## src/rtl/irqc_pkg.sv

```systemverilog
package irqc_pkg;
  localparam int BASIC_N = 8;
  localparam int BANK_W  = 32;
  localparam int BANKS   = 2;
  localparam int NUM_SRC = BASIC_N + BANKS * BANK_W;
  localparam int ID_W    = $clog2(NUM_SRC);
  localparam int DATA_W  = 32;
  localparam int ADDR_W  = 8;
  localparam int SC_N    = 11;
  localparam int SUM_USED = BASIC_N + BANKS + SC_N;

  localparam logic [ADDR_W-1:0] OFF_SUMMARY = 8'h00;
  localparam logic [ADDR_W-1:0] OFF_PEND_B1 = 8'h04;
  localparam logic [ADDR_W-1:0] OFF_PEND_B2 = 8'h08;
  localparam logic [ADDR_W-1:0] OFF_SET_B1  = 8'h10;
  localparam logic [ADDR_W-1:0] OFF_SET_B2  = 8'h14;
  localparam logic [ADDR_W-1:0] OFF_SET_BAS = 8'h18;
  localparam logic [ADDR_W-1:0] OFF_CLR_B1  = 8'h1C;
  localparam logic [ADDR_W-1:0] OFF_CLR_B2  = 8'h20;
  localparam logic [ADDR_W-1:0] OFF_CLR_BAS = 8'h24;

  // bank positions mirrored into the summary word
  localparam logic [BANK_W-1:0] B1_SC_MASK = 32'h000C_0680;
  localparam logic [BANK_W-1:0] B2_SC_MASK = 32'h43E0_0000;

  function automatic logic [SC_N-1:0] shortcuts(input logic [BANK_W-1:0] p1,
                                                input logic [BANK_W-1:0] p2);
    return {p2[30], p2[25], p2[24], p2[23], p2[22], p2[21],
            p1[19], p1[18], p1[10], p1[9], p1[7]};
  endfunction

  function automatic logic [ID_W-1:0] shortcut_id(input int k);
    case (k)
      0:  return ID_W'(BASIC_N + 7);
      1:  return ID_W'(BASIC_N + 9);
      2:  return ID_W'(BASIC_N + 10);
      3:  return ID_W'(BASIC_N + 18);
      4:  return ID_W'(BASIC_N + 19);
      5:  return ID_W'(BASIC_N + BANK_W + 21);
      6:  return ID_W'(BASIC_N + BANK_W + 22);
      7:  return ID_W'(BASIC_N + BANK_W + 23);
      8:  return ID_W'(BASIC_N + BANK_W + 24);
      9:  return ID_W'(BASIC_N + BANK_W + 25);
      default: return ID_W'(BASIC_N + BANK_W + 30);
    endcase
  endfunction
endpackage

```

## src/rtl/irqc_mask_bank.sv

```systemverilog
module irqc_mask_bank #(
  parameter int W = 32
) (
  input  logic         clk_i,
  input  logic         rst_ni,
  input  logic         set_i,
  input  logic         clr_i,
  input  logic [W-1:0] bits_i,
  output logic [W-1:0] en_o
);
  logic [W-1:0] en_q;

  always_ff @(posedge clk_i or negedge rst_ni) begin
    if (!rst_ni)    en_q <= '0;
    else if (set_i) en_q <= en_q | bits_i;
    else if (clr_i) en_q <= en_q & ~bits_i;
  end

  assign en_o = en_q;

  assert_set_R2: assert property (@(posedge clk_i) disable iff (!rst_ni)
    set_i |=> ((en_q & $past(bits_i)) == $past(bits_i)));
  assert_clr_R3: assert property (@(posedge clk_i) disable iff (!rst_ni)
    (clr_i && !set_i) |=> ((en_q & $past(bits_i)) == '0));
  assert_hold_R4: assert property (@(posedge clk_i) disable iff (!rst_ni)
    (!set_i && !clr_i) |=> $stable(en_q));
endmodule

```

## src/rtl/irqc_summary.sv

```systemverilog
module irqc_summary
  import irqc_pkg::*;
(
  input  logic [BASIC_N-1:0] basic_i,
  input  logic [BANK_W-1:0]  b1_i,
  input  logic [BANK_W-1:0]  b2_i,
  output logic [SC_N-1:0]    sc_o,
  output logic [BANK_W-1:0]  rest1_o,
  output logic [BANK_W-1:0]  rest2_o,
  output logic [DATA_W-1:0]  summary_o
);
  assign sc_o    = shortcuts(b1_i, b2_i);
  assign rest1_o = b1_i & ~B1_SC_MASK;
  assign rest2_o = b2_i & ~B2_SC_MASK;
  assign summary_o = {{(DATA_W-SUM_USED){1'b0}}, sc_o, |rest2_o, |rest1_o, basic_i};
endmodule

```

## src/rtl/irqc_resolver.sv

```systemverilog
module irqc_resolver
  import irqc_pkg::*;
(
  input  logic               clk_i,
  input  logic               rst_ni,
  input  logic [BASIC_N-1:0] basic_i,
  input  logic [SC_N-1:0]    sc_i,
  input  logic [BANK_W-1:0]  rest1_i,
  input  logic [BANK_W-1:0]  rest2_i,
  output logic [ID_W-1:0]    id_o,
  output logic               valid_o
);
  logic [ID_W-1:0] nxt_id;
  logic            nxt_v;

  function automatic logic [ID_W-1:0] lowest(input logic [BANK_W-1:0] v);
    logic [ID_W-1:0] r;
    r = '0;
    for (int i = BANK_W - 1; i >= 0; i--) if (v[i]) r = ID_W'(i);
    return r;
  endfunction

  // later branches override earlier ones: highest priority last
  always_comb begin
    nxt_id = '0;
    nxt_v  = 1'b0;
    if (|rest2_i) begin
      nxt_v  = 1'b1;
      nxt_id = ID_W'(BASIC_N + BANK_W) + lowest(rest2_i);
    end
    if (|rest1_i) begin
      nxt_v  = 1'b1;
      nxt_id = ID_W'(BASIC_N) + lowest(rest1_i);
    end
    if (|sc_i) begin
      nxt_v = 1'b1;
      for (int k = SC_N - 1; k >= 0; k--) if (sc_i[k]) nxt_id = shortcut_id(k);
    end
    if (|basic_i) begin
      nxt_v  = 1'b1;
      nxt_id = lowest({{(BANK_W-BASIC_N){1'b0}}, basic_i});
    end
  end

  always_ff @(posedge clk_i or negedge rst_ni) begin
    if (!rst_ni) begin
      id_o    <= '0;
      valid_o <= 1'b0;
    end else begin
      id_o    <= nxt_id;
      valid_o <= nxt_v;
    end
  end

  assert_basic_first_R9: assert property (@(posedge clk_i) disable iff (!rst_ni)
    (|basic_i) |=> (valid_o && (id_o < ID_W'(BASIC_N))));
  assert_bank2_last_R11: assert property (@(posedge clk_i) disable iff (!rst_ni)
    (!(|basic_i) && !(|sc_i) && !(|rest1_i) && (|rest2_i))
      |=> (valid_o && (id_o >= ID_W'(BASIC_N + BANK_W))));
  assert_idle_R12: assert property (@(posedge clk_i) disable iff (!rst_ni)
    (!(|basic_i) && !(|sc_i) && !(|rest1_i) && !(|rest2_i))
      |=> (!valid_o && (id_o == '0)));
endmodule

```

## src/rtl/banked_irq_ctrl.sv

```systemverilog
module banked_irq_ctrl
  import irqc_pkg::*;
(
  input  logic              clk_i,
  input  logic              rst_ni,
  input  logic              we_i,
  input  logic [ADDR_W-1:0] addr_i,
  input  logic [DATA_W-1:0] wdata_i,
  output logic [DATA_W-1:0] rdata_o,
  input  logic [NUM_SRC-1:0] src_i,
  output logic              irq_o,
  output logic [ID_W-1:0]   active_id_o,
  output logic              active_valid_o
);
  localparam logic [ADDR_W-1:0] SET_OFF [BANKS] = '{OFF_SET_B1, OFF_SET_B2};
  localparam logic [ADDR_W-1:0] CLR_OFF [BANKS] = '{OFF_CLR_B1, OFF_CLR_B2};

  logic [BASIC_N-1:0] basic_en, basic_pend;
  logic [BANK_W-1:0]  bank_en   [BANKS];
  logic [BANK_W-1:0]  bank_pend [BANKS];
  logic [SC_N-1:0]    sc;
  logic [BANK_W-1:0]  rest1, rest2;
  logic [DATA_W-1:0]  summary;
  logic               irq_q;

  irqc_mask_bank #(.W(BASIC_N)) u_basic (
    .clk_i  (clk_i),
    .rst_ni (rst_ni),
    .set_i  (we_i && addr_i == OFF_SET_BAS),
    .clr_i  (we_i && addr_i == OFF_CLR_BAS),
    .bits_i (wdata_i[BASIC_N-1:0]),
    .en_o   (basic_en)
  );
  assign basic_pend = src_i[BASIC_N-1:0] & basic_en;

  for (genvar g = 0; g < BANKS; g++) begin : g_bank
    irqc_mask_bank #(.W(BANK_W)) u_mask (
      .clk_i  (clk_i),
      .rst_ni (rst_ni),
      .set_i  (we_i && addr_i == SET_OFF[g]),
      .clr_i  (we_i && addr_i == CLR_OFF[g]),
      .bits_i (wdata_i[BANK_W-1:0]),
      .en_o   (bank_en[g])
    );
    assign bank_pend[g] = src_i[BASIC_N + g*BANK_W +: BANK_W] & bank_en[g];
  end

  irqc_summary u_summary (
    .basic_i   (basic_pend),
    .b1_i      (bank_pend[0]),
    .b2_i      (bank_pend[1]),
    .sc_o      (sc),
    .rest1_o   (rest1),
    .rest2_o   (rest2),
    .summary_o (summary)
  );

  irqc_resolver u_resolver (
    .clk_i   (clk_i),
    .rst_ni  (rst_ni),
    .basic_i (basic_pend),
    .sc_i    (sc),
    .rest1_i (rest1),
    .rest2_i (rest2),
    .id_o    (active_id_o),
    .valid_o (active_valid_o)
  );

  always_ff @(posedge clk_i or negedge rst_ni) begin
    if (!rst_ni) irq_q <= 1'b0;
    else         irq_q <= |{basic_pend, bank_pend[0], bank_pend[1]};
  end
  assign irq_o = irq_q;

  always_comb begin
    case (addr_i)
      OFF_SUMMARY: rdata_o = summary;
      OFF_PEND_B1: rdata_o = bank_pend[0];
      OFF_PEND_B2: rdata_o = bank_pend[1];
      OFF_SET_B1:  rdata_o = bank_en[0];
      OFF_SET_B2:  rdata_o = bank_en[1];
      OFF_SET_BAS: rdata_o = {{(DATA_W-BASIC_N){1'b0}}, basic_en};
      default:     rdata_o = '0;
    endcase
  end

  assert_irq_matches_valid_R8: assert property (@(posedge clk_i) disable iff (!rst_ni)
    irq_o == active_valid_o);
endmodule

```

## config.mk

```make
export PLATFORM = sky130hd
export DESIGN_NAME = banked_irq_ctrl
export DESIGN_NICKNAME = d
export VERILOG_FILES = /design/src/rtl/irqc_pkg.sv /design/src/rtl/irqc_mask_bank.sv /design/src/rtl/irqc_summary.sv /design/src/rtl/irqc_resolver.sv /design/src/rtl/banked_irq_ctrl.sv
export SDC_FILE = /design/constraint.sdc
export NUM_CORES = 1
export LEC_CHECK = 0
export ABC_AREA = 1
export BUFFER_PORTS_ARGS = -buffer_cell sky130_fd_sc_hd__buf_4
export CORE_UTILIZATION = 51
export DETAILED_ROUTE_END_ITERATION = 6
export GPL_TIMING_DRIVEN = 0
export PLACE_DENSITY = 0.83
export SETUP_SLACK_MARGIN = 0.3
export SLEW_MARGIN = 10
export SYNTH_ARGS = -nofsm -noshare
export SYNTH_HDL_FRONTEND = slang
export SYNTH_SLANG_ARGS = --single-unit
```

## constraint.sdc

```tcl
create_clock -name clk_i -period 2.4 [get_ports clk_i]
set_input_delay 0.12 -clock clk_i [delete_from_list [all_inputs] [get_ports clk_i]]
set_output_delay 0.12 -clock clk_i [all_outputs]
set_load 0.005 [all_outputs]
```

==> metrics.md <==
| Metric | Value |
|---|---|
| DIE AREA | 10600 µm² |
| Detailed Routing Iterations Pass 1 | 7 |
| Yosys top cell area share | 38.8% |
| Register area share after synthesis | 38.8% |
| Worst slew pin tran | 1.07 ns |
| Post-DRT Antenna Nets | 0 |
| Ant diodes | 0 |
| Post-synth top area cell | dfrtp_1 |
| Drt wl/cell | 18.7 µm |
| Failing checks | setup timing |
| RSZ-0062 raised after global routing | true |
| Synth area leaders | dfrtp_1, o21ai_0, nand2_1 |
| CP max stage cell | dfrtp_1 |
| Clock Path Buffers | 2 |
| Num CTS Buffers | 9 |
| Hold_ws | 0.0405 ns |
| Cells after synthesis | 736 |
| Cell mode on critical path | nand2_1 |
| H-Tree Depth | 3 |
| Share of cells above drive strength 1 | 31.5% |
| CP arrival | 3.03 ns |
| Hold path startpoint | wdata_i[31] |
| # port buffers | 155 |
| Skew final | 0.00663 ns |
| Residual DRC | 0 |
| GRT Util Overall | 38.1% |
| Final HPWL DP | 14400 µm |
| Min Tclk post-route | 2.77 ns |
| Detailed-route via count | 6618 |
| Clock Latency Late Sink | 0.37 ns |
| Crit Path Max Fanout | 2 |
| Clk root buf | clkbuf_8 |
| Setup WS post-layout | -0.373 ns |
| Vias per cell | 6.19 |
| Critical path buffer and inverter count | 0 |
| Peak supply drop | 301 µV |
| Met2 Use GR | 61.6% |
| Global-route wire length before repair | 30300 µm |
| Num rows | 36 |
| Initial drt markers | 562 |
| Final Cell Area | 7200 µm² |
| Finished Core Util | 73.0% |
| CP startpoint kind | register |
| Syn Area/Cell | 7.10 µm² |
| P_leak | 3.76 nW |
| Pwr dens | 508 nW/µm² |
| Final Hold Viols | 0 |
| Status | finished, violations left |
| Nets | 1048 |
| Clk sinks | 81 |
| Placeable Area | 9860 µm² |
| Initial antenna violation count | 0 |
| FF+latch count, synth | 81 |
| GR peak layer | met2 |
| Ys Warns | 0 |
| Delay-heaviest family, CP | simple AND/OR/NAND/NOR gates |
| Ports | 156 |
| Vias in the first global route | 6286 |
| Number of max-cap violations | 0 |
| Slowest Stage Delay on Critical Path | 0.41 ns |
| GR Layer Usage met1 | 46.8% |
| CTS tree | done |
| Worst min path class | input port to register |
| Post-Syn Nets | 853 |
| Crit path required time | 2.66 ns |
| Clock transition at path regs | 0.09 ns |
| Total power | 3.66 mW |
| Met3 Usage GRT | 10.3% |
| Fillers | 804 |
| Critical path type | register to register |
| Slew margin rel. | 28.9% |
| Detailed Route WL | 20000 µm |
| Distinct cells, synth | 29 |
| Dpl cell area | 6560 µm² |
| Final period util | 116% |
| Crit end category | register |
| Initial Util | 52.9% |
| Die Wd | 103 µm |
| Final setup violation count | 2 |
| Max Slew Vio Count | 0 |
| Synthesized area | 5220 µm² |
| Die height | 103 µm |
| GRT Residual Overflow | 0 |
| Largest net degree at the start of global routing | 82 |
| Routability cong. | 0.908 |
| Area grow syn2layout | 37.9% |
| Achievable Freq | 0.361 GHz |
## path summary, 6_finish.rpt
check,end,slack (ns),depth (start not counted)
hold / removal,register,0.04,3
hold reg to reg,register,0.55,2
min in group asynchronous,asynchronous set/reset pin,0.45,2
setup / recovery,u_resolver.id_o[0]$_DFF_PN0_,-0.37,34
setup reg to reg,u_resolver.id_o[0]$_DFF_PN0_,-0.37,34
max in group asynchronous,asynchronous set/reset pin,1.23,2
## repair_timing
item | CTS | global route
buffers inserted | 22 | 6
resized for setup | 44 | 37
pin swaps | 23 | 14
endpoints found under the setup margin | 36 | 38
hold buffers | 1 | 0
endpoints found under the hold margin | 81 | 0
## metal layers
metal | vias up | wire (µm) | part of all wire (%)
met2 | 544 | 9210 | 46
met5 | - | 0 | 0
met4 | 0 | 818 | 4.1
li1 | 2934 | - | -
met1 | 3031 | 7600 | 38
met3 | 109 | 2370 | 12
## cells in the final DEF (no fill, tap or decap), types with 3 or more instances in the layout
cell,n
nor3_1,9
nor2_1,44
buf_4,181
a211oi_2,3
o21ai_0,154
a21oi_1,9
nand2_4,13
inv_2,3
nand2_2,47
inv_1,65
a221oi_1,24
clkbuf_8,9
clkbuf_2,8
clkbuf_1,18
o221ai_1,19
nand4_1,4
o22ai_1,5
o21ai_1,20
nand3_1,13
nor2_2,6
nand2_1,156
dfrtp_1,81
a31oi_1,7
nor3_2,3
## layout make-up
class	instances	area, µm²	share of cell area, %
Buffer	26	115	1.60
Clock buffer	11	131	1.82
Timing Repair Buffer	184	1390	19.3
Sequential cell	81	2030	28.1
Tap cell	133	166	2.31
Multi-Input combinational cell	560	3050	42.4
Clock inverter	5	56.3	0.782
Inverter	69	262	3.63
## tightest hold or removal path, cell delays in order
cell	delay, ns
buf_4	0.08
inv_1	0.06
o21ai_1	0.12
## kinds of logic (layout without fill, tap and decap cells)
family / Yosys count / in the layout / synth area share [%]
buffers and inverters: 95 / 295 / 6.83
AOI/OAI and AO/OA: 255 / 255 / 28.7
DFF: 81 / 81 / 38.8
adders and majority gates: 2 / 2 / 0.479
and+or+nand+nor: 303 / 303 / 25.2
## stage by stage
step,setup WS [ns],setup TNS (ns),cells
finish,-0.373,-0.683,1069
CTS,-0.226,-0.340,1063
detailed placement,-0.282,-0.632,1024
global route,-0.613,-1.06,1069
floorplan,0.283,0,736
global placement,-0.246,-0.616,1024
## report_power, final
| group | internal (mW) | switching, mW |
|---|---|---|
| clock | 0.480 | 0.534 |
| combinational | 0.499 | 0.595 |
| sequential | 1.48 | 0.0717 |
| total | 2.46 | 1.20 |
## synthesized netlist by cell type
| library cell | number |
|---|---|
| a221oi_1 | 24 |
| nor2_1 | 52 |
| nand2_1 | 186 |
| o21ai_1 | 22 |
| nand2_4 | 9 |
| nand4_1 | 4 |
| a21bo_2 | 1 |
| nor3b_1 | 1 |
| ha_1 | 2 |
| o221ai_1 | 19 |
| a211oi_1 | 4 |
| inv_2 | 3 |
| o211ai_1 | 2 |
| a221o_1 | 2 |
| nor4_1 | 4 |
| nand3_1 | 13 |
| clkbuf_1 | 26 |
| o22ai_1 | 5 |
| dfrtp_1 | 81 |
| a21oi_1 | 10 |
| o21ai_0 | 154 |
| and2_1 | 1 |
| a31oi_1 | 7 |
| a21boi_1 | 2 |
| o2111ai_1 | 2 |
| nand2_2 | 21 |
| nor3_1 | 12 |
| inv_1 | 66 |
| a211o_1 | 1 |
(Power assumes the default switching activity.)
